### src/rtl/trk_occ_pkg.sv
package trk_occ_pkg;

   localparam int NUM_CTR = 2;
   localparam int SEL_W   = 18;

   localparam logic [7:0] EV_TRK_OCC   = 8'h80;
   localparam logic [7:0] EV_TRK_ALLOC = 8'h81;
   localparam logic [7:0] EV_COH_OCC   = 8'h83;
   localparam logic [7:0] EV_COH_ALLOC = 8'h84;

   localparam logic [7:0] UM_ALL   = 8'h01;
   localparam logic [7:0] UM_WRITE = 8'h20;
   localparam logic [7:0] UM_EVICT = 8'h80;

   typedef enum logic [1:0] {
      SUB_WEIGHT = 2'd0,
      SUB_ANY    = 2'd1,
      SUB_HALF   = 2'd2,
      SUB_OFF    = 2'd3
   } occ_sub_e;

   typedef enum logic [1:0] {
      KIND_READ  = 2'd0,
      KIND_FULLW = 2'd1,
      KIND_PARTW = 2'd2,
      KIND_EVICT = 2'd3
   } req_kind_e;

   typedef struct packed {
      logic [1:0] sub;
      logic [7:0] mask;
      logic [7:0] code;
   } evt_sel_t;

endpackage

### src/rtl/trk_occ_track.sv
module trk_occ_track #(
   parameter int DEPTH = 16,
   parameter int OCC_W = $clog2(DEPTH + 1)
) (
   input  logic             clk,
   input  logic             rst_n,
   input  logic             up,
   input  logic             down,
   output logic [OCC_W-1:0] occ
);

   localparam logic [OCC_W-1:0] FULL = OCC_W'(DEPTH);

   always_ff @(posedge clk or negedge rst_n) begin
      if (!rst_n) begin
         occ <= '0;
      end else if (up && !down && occ != FULL) begin
         occ <= occ + 1'b1;
      end else if (down && !up && occ != '0) begin
         occ <= occ - 1'b1;
      end
   end

endmodule

### src/rtl/trk_ctr_slice.sv
module trk_ctr_slice
   import trk_occ_pkg::*;
#(
   parameter int CTR_IDX = 0,
   parameter int DEPTH   = 16,
   parameter int OCC_W   = $clog2(DEPTH + 1),
   parameter int CNT_W   = 48
) (
   input  logic             clk,
   input  logic             rst_n,
   input  evt_sel_t         sel,
   input  logic [OCC_W-1:0] trk_occ,
   input  logic [OCC_W-1:0] coh_occ,
   input  logic             alloc_vld,
   input  logic [1:0]       alloc_kind,
   input  logic             coh_alloc_vld,
   input  logic             load_en,
   input  logic [CNT_W-1:0] load_val,
   output logic [CNT_W-1:0] cnt
);

   localparam logic [OCC_W:0] DEPTH_X = (OCC_W + 1)'(DEPTH);

   logic [OCC_W-1:0] w_trk;
   logic [OCC_W-1:0] w_coh;
   logic [OCC_W:0]   occ_x2;
   logic             half_full;
   logic             is_write;
   logic [OCC_W-1:0] inc;

   // Weighted accumulation exists only on the first counter.
   generate
      if (CTR_IDX == 0) begin : g_weighted
         assign w_trk = trk_occ;
         assign w_coh = coh_occ;
      end else begin : g_unweighted
         assign w_trk = '0;
         assign w_coh = '0;
      end
   endgenerate

   assign occ_x2    = {trk_occ, 1'b0};
   assign half_full = (occ_x2 >= DEPTH_X);
   assign is_write  = (alloc_kind != KIND_READ);

   always_comb begin
      inc = '0;
      if (sel.code == EV_TRK_OCC && sel.mask == UM_ALL) begin
         case (occ_sub_e'(sel.sub))
            SUB_WEIGHT: inc = w_trk;
            SUB_ANY:    inc = OCC_W'(trk_occ != '0);
            SUB_HALF:   inc = OCC_W'(half_full);
            default:    inc = '0;
         endcase
      end else if (sel.code == EV_TRK_ALLOC) begin
         case (sel.mask)
            UM_ALL:   inc = OCC_W'(alloc_vld);
            UM_WRITE: inc = OCC_W'(alloc_vld && is_write);
            UM_EVICT: inc = OCC_W'(alloc_vld && alloc_kind == KIND_EVICT);
            default:  inc = '0;
         endcase
      end else if (sel.code == EV_COH_OCC && sel.mask == UM_ALL
                   && occ_sub_e'(sel.sub) == SUB_WEIGHT) begin
         inc = w_coh;
      end else if (sel.code == EV_COH_ALLOC && sel.mask == UM_ALL) begin
         inc = OCC_W'(coh_alloc_vld);
      end
   end

   always_ff @(posedge clk or negedge rst_n) begin
      if (!rst_n) begin
         cnt <= '0;
      end else if (load_en) begin
         cnt <= load_val;
      end else begin
         cnt <= cnt + CNT_W'(inc);
      end
   end

endmodule

### src/rtl/trk_occ_mon.sv
module trk_occ_mon
   import trk_occ_pkg::*;
#(
   parameter int DEPTH  = 16,
   parameter int CNT_W  = 48,
   parameter int OCC_W  = $clog2(DEPTH + 1),
   parameter int ADDR_W = $clog2(2 * NUM_CTR)
) (
   input  logic              clk,
   input  logic              rst_n,
   input  logic              alloc_vld,
   input  logic [1:0]        alloc_kind,
   input  logic              retire_vld,
   input  logic              coh_alloc_vld,
   input  logic              coh_retire_vld,
   input  logic              reg_we,
   input  logic [ADDR_W-1:0] reg_addr,
   input  logic [CNT_W-1:0]  reg_wdata,
   output logic [CNT_W-1:0]  reg_rdata,
   output logic [OCC_W-1:0]  trk_occ
);

   generate
      if (DEPTH < 2) begin : g_bad_depth
         $error("trk_occ_mon: DEPTH must be at least 2");
      end
      if (CNT_W < SEL_W) begin : g_bad_width
         $error("trk_occ_mon: CNT_W must hold a selector");
      end
      if (OCC_W < $clog2(DEPTH + 1)) begin : g_bad_occ
         $error("trk_occ_mon: OCC_W too narrow for DEPTH");
      end
   endgenerate

   logic [OCC_W-1:0]                coh_occ;
   evt_sel_t [NUM_CTR-1:0]          sel_q;
   logic [NUM_CTR-1:0][CNT_W-1:0]   ctr_val;

   trk_occ_track #(.DEPTH(DEPTH), .OCC_W(OCC_W)) u_trk_occ (
      .clk   (clk),
      .rst_n (rst_n),
      .up    (alloc_vld),
      .down  (retire_vld),
      .occ   (trk_occ)
   );

   trk_occ_track #(.DEPTH(DEPTH), .OCC_W(OCC_W)) u_coh_occ (
      .clk   (clk),
      .rst_n (rst_n),
      .up    (coh_alloc_vld),
      .down  (coh_retire_vld),
      .occ   (coh_occ)
   );

   generate
      for (genvar gi = 0; gi < NUM_CTR; gi++) begin : g_ctr
         localparam logic [ADDR_W-1:0] SEL_ADDR = ADDR_W'(gi);
         localparam logic [ADDR_W-1:0] CNT_ADDR = ADDR_W'(NUM_CTR + gi);

         always_ff @(posedge clk or negedge rst_n) begin
            if (!rst_n) begin
               sel_q[gi] <= '0;
            end else if (reg_we && reg_addr == SEL_ADDR) begin
               sel_q[gi] <= evt_sel_t'(reg_wdata[SEL_W-1:0]);
            end
         end

         trk_ctr_slice #(
            .CTR_IDX (gi),
            .DEPTH   (DEPTH),
            .OCC_W   (OCC_W),
            .CNT_W   (CNT_W)
         ) u_slice (
            .clk           (clk),
            .rst_n         (rst_n),
            .sel           (sel_q[gi]),
            .trk_occ       (trk_occ),
            .coh_occ       (coh_occ),
            .alloc_vld     (alloc_vld),
            .alloc_kind    (alloc_kind),
            .coh_alloc_vld (coh_alloc_vld),
            .load_en       (reg_we && reg_addr == CNT_ADDR),
            .load_val      (reg_wdata),
            .cnt           (ctr_val[gi])
         );
      end
   endgenerate

   always_comb begin
      reg_rdata = '0;
      for (int i = 0; i < NUM_CTR; i++) begin
         if (reg_addr == ADDR_W'(i)) begin
            reg_rdata = CNT_W'(sel_q[i]);
         end
         if (reg_addr == ADDR_W'(NUM_CTR + i)) begin
            reg_rdata = ctr_val[i];
         end
      end
   end

endmodule

### config.mk
export PLATFORM = sky130hd
export DESIGN_NAME = trk_occ_mon
export DESIGN_NICKNAME = d
export VERILOG_FILES = /design/src/rtl/trk_occ_pkg.sv /design/src/rtl/trk_occ_track.sv /design/src/rtl/trk_ctr_slice.sv /design/src/rtl/trk_occ_mon.sv
export SDC_FILE = /design/constraint.sdc
export NUM_CORES = 1
export LEC_CHECK = 0
export BUFFER_PORTS_ARGS = -buffer_cell sky130_fd_sc_hd__buf_4
export CAP_MARGIN = 10
export CORE_UTILIZATION = 50
export CTS_CLUSTER_SIZE = 10
export DETAILED_ROUTE_END_ITERATION = 8
export PLACE_DENSITY = 0.7
export SYNTH_ARGS = -nofsm -noshare
export SYNTH_HDL_FRONTEND = slang
export SYNTH_SLANG_ARGS = --single-unit
### constraint.sdc
create_clock -name clk -period 4.1 [get_ports clk]
set_input_delay 0.41 -clock clk [delete_from_list [all_inputs] [get_ports clk]]
set_output_delay 0.41 -clock clk [all_outputs]
set_load 0.01 [all_outputs]
==> impl_metrics.env <==
export IMPL_leakage_nw=4.43
export IMPL_die_height_um=137
export IMPL_drv_cap=0
export IMPL_dominantRegCellSynth="dfrtp_1"
export IMPL_crit_type="register to register"
export IMPL_end_kind="register"
export IMPL_synthArstFlopShare_pct=100
export IMPL_overflow=0
export IMPL_htree_levels=4
export IMPL_relSlewSlack_pct=29.5
export IMPL_hold_path_class="input pin to async pin"
export IMPL_crit_fanout=12
export IMPL_fmax_mhz=254
export IMPL_design_die_area_mm2=0.0187
export IMPL_grt_max_degree=114
export IMPL_first_iter_violations=681
export IMPL_synth_nets=1037
export IMPL_syn_area_mm2=0.00907
export IMPL_dpl_hpwl_um=17800
export IMPL_r2r_end="g_ctr[0].u_slice.cnt[30]"
export IMPL_finalSetupViolCount=0
export IMPL_crit_path_start_kind="register"
export IMPL_yosys_area_top_type="dfrtp_1"
export IMPL_num_fill_cells=1464
export IMPL_clk_path_buf_depth=2
export IMPL_finalHoldViolCount=0
export IMPL_place_area_mm2=0.0102
export IMPL_ys_seq_area_share_pct=39.2
export IMPL_clk_root_buffer_cell="clkbuf_16"
export IMPL_drt_first_pass_iters=5
export IMPL_io_pins=112
export IMPL_final_max_slew_viol_count=0
export IMPL_cts_setup_buffers=0
export IMPL_nets=1144
export IMPL_slowest_delay_ns=0.56
export IMPL_rows=48
export IMPL_power_density_mw_per_mm2=460
export IMPL_clock_sink_count=142
export IMPL_synth_edff_count=0
export IMPL_whs_ns=0.134
export IMPL_fp_dieW_um=137
export IMPL_clkLatencyLatePin_ns=0.44
export IMPL_vias=7850
export IMPL_critPathSlowestCell="or4_1"
export IMPL_synth_area_leaders="dfrtp_1, mux2_2, nand2_1"
export IMPL_drtAntennaViolNets=0
export IMPL_r2r_setup_slack_ns=0.17
export IMPL_grt_pass1_vias=7532
export IMPL_grt_pass1_wl_um=40500
export IMPL_hold_buffers=0
export IMPL_numPortBuffers=111
export IMPL_synth_top_area_share_pct=39.2
export IMPL_num_antenna_cells=0
export IMPL_crit_start="sel_q[9]"
export IMPL_synth_cells=959
export IMPL_fin_crit_ns=3.93
export IMPL_preCtsSetupSlack_ns=-0.0302
export IMPL_rr_worst_depth=14
export IMPL_area_delta_synth_final_pct=20.5
export IMPL_cts_buffers_inserted=17
export IMPL_worst_ep_required_time_ns=4.41
export IMPL_clk_pin_slew_worst_paths_ns=0.06
export IMPL_coreArea_mm2=0.0175
export IMPL_synth_seq_cells=142
export IMPL_drive_gt1_share_pct=24.0
export IMPL_yosys_warnings=0
export IMPL_finClkSkew_ns=0.00836
export IMPL_design_area_mm2=0.0109
export IMPL_gp_congestion=0.828
export IMPL_arrival_ns=4.24
export IMPL_synth_area_per_cell_um2=9.46
export IMPL_crit_chain="nor3_2 > nand4_1 > or4_1 > o22ai_1 > ha_1 > inv_1 > fa_1 > nor2b_2 > o2111ai_4 > buf_6 > a2111oi_0 > buf_4 > xnor2_1 > o21ai_0"
export IMPL_cts_tree="yes"
export IMPL_initial_core_util_pct=51.9
export IMPL_status="completed"
export IMPL_routed_wirelength_um=25100
export IMPL_worstReg2RegStart="sel_q[9]"
export IMPL_drc=0
export IMPL_vias_per_cell=6.02
export IMPL_antenna_found_initial=0
export IMPL_wl_per_cell_um=19.2
export IMPL_finalCritPeriodShare_pct=95.9
export IMPL_vdd_drop_max_uv=364
export IMPL_worst_pin_slew_ns=1.06
export IMPL_ys_types=66
export IMPL_grt_usage_pct=28.5
export IMPL_layout_setup_ws_ns=0.168
synth_stat cells, types with 8 or more instances:
cell,n
nand2_1,122
nor2b_1,34
xor2_1,22
o21ai_0,84
clkbuf_1,42
mux4_2,17
and4_1,8
xnor2_1,47
dfrtp_1,142
and3_1,11
nor3_1,13
nand3_1,32
inv_1,19
a31oi_1,23
mux2_2,42
nand4_1,32
a2111oi_0,17
mux2i_1,38
nor4_1,9
nor2_1,50
a21oi_1,25
or3_1,18
and2_1,8
ha_1,16
placed cells by master, fill, tap and decap left out, types with 6 or more instances in the layout:
cell / n
nand2_1: 122
buf_4: 140
xor2_1: 22
and3_1: 10
o21ai_0: 84
nand2b_1: 6
xnor2_1: 47
a2111oi_0: 11
ha_1: 16
inv_1: 19
nor4_1: 7
nand4_1: 32
nor2b_1: 33
nand3_1: 32
mux2i_1: 38
nor3_1: 12
clkbuf_16: 17
mux2_2: 42
and2_1: 8
a31oi_1: 23
or3_1: 18
nor2_1: 49
dfrtp_1: 142
a21oi_1: 25
and4_1: 8
mux4_2: 17
a21o_1: 7
or4_1: 6
worst max path at each step:
stage	end	slack, ns
after detailed placement	g_ctr[0].u_slice.cnt[18]	-0.03
after global placement	g_ctr[1].u_slice.cnt[42]	0.10
final	g_ctr[0].u_slice.cnt[30]	0.17
after CTS	g_ctr[1].u_slice.cnt[40]	0.02
after global routing	g_ctr[1].u_slice.cnt[38]	-0.02
after floorplan	g_ctr[0].u_slice.cnt[42]	0.35
metrics by stage:
| stage | cells | setup TNS, ns | util (%) | power [mW] |
|---|---|---|---|---|
| 2_1_floorplan | 959 | 0 | - | 2.81 |
| 3_3_place_gp | 1272 | 0 | 58.5 | 3.28 |
| 3_5_place_dp | 1272 | -0.0302 | 58.5 | 3.32 |
| 4_1_cts | 1304 | 0 | 62.2 | 5.04 |
| 5_1_grt | 1304 | -0.0183 | 62.6 | 5.30 |
| 6_report | 1304 | 0 | 62.6 | 5.03 |
sequential cells by signal, summed over array words and instances (netlist names):
signal             count
g_ctr.u_slice.cnt     96
sel_q                 36
u_coh_occ.occ          5
u_trk_occ.occ          5
where the power goes:
group,total (mW),switching [mW],internal [mW]
logic,1.23,0.567,0.660
clock network,1.71,0.605,1.11
registers,2.09,0.413,1.68
worst max-delay path: cells and delay by family, from the launching register on:
family,cells,cell delay (ns)
AOI/OAI and AO/OA,4,0.96
adders and majority gates,2,0.62
DFF,1,0.41
buffers and inverters,3,0.48
and+or+nand+nor,4,1.22
xor gates and xnor gates,1,0.10
per-layer routing:
metal | track usage, % | wire length (um)
met5 | 0 | 0
met4 | 8.27 | 349
met3 | 5.07 | 1480
met2 | 44.9 | 11700
met1 | 40.0 | 11600
cells by family (layout without fill, tap and decap cells):
group / count (synthesis) / in the layout / synth area share, %
DFF: 142 / 142 / 39.2
xor gates and xnor gates: 69 / 69 / 6.66
muxes: 98 / 98 / 13.9
adders and majority gates: 19 / 19 / 2.87
AOI/OAI and AO/OA: 186 / 186 / 12.8
and+or+nand+nor: 372 / 372 / 21.4
buffers and inverters: 73 / 193 / 3.21
cell type report:
type	count	area, um^2	area share (%)
multi-input combinational	744	5310	48.5
sequential	142	3550	32.5
timing repair buffer	142	1070	9.82
clock buffer	21	460	4.21
tap	225	282	2.57
clock inverter	11	188	1.72
inverter	19	71.3	0.652
repair_timing:
| action | in CTS | in global routing |
|---|---|---|
| pin swaps | 0 | 1 |
| endpoints found under the hold margin | 0 | 0 |
| resized for setup | 2 | 14 |
| endpoints found under the setup margin | 6 | 39 |
No activity file was read; power rests on OpenSTA's default activity.
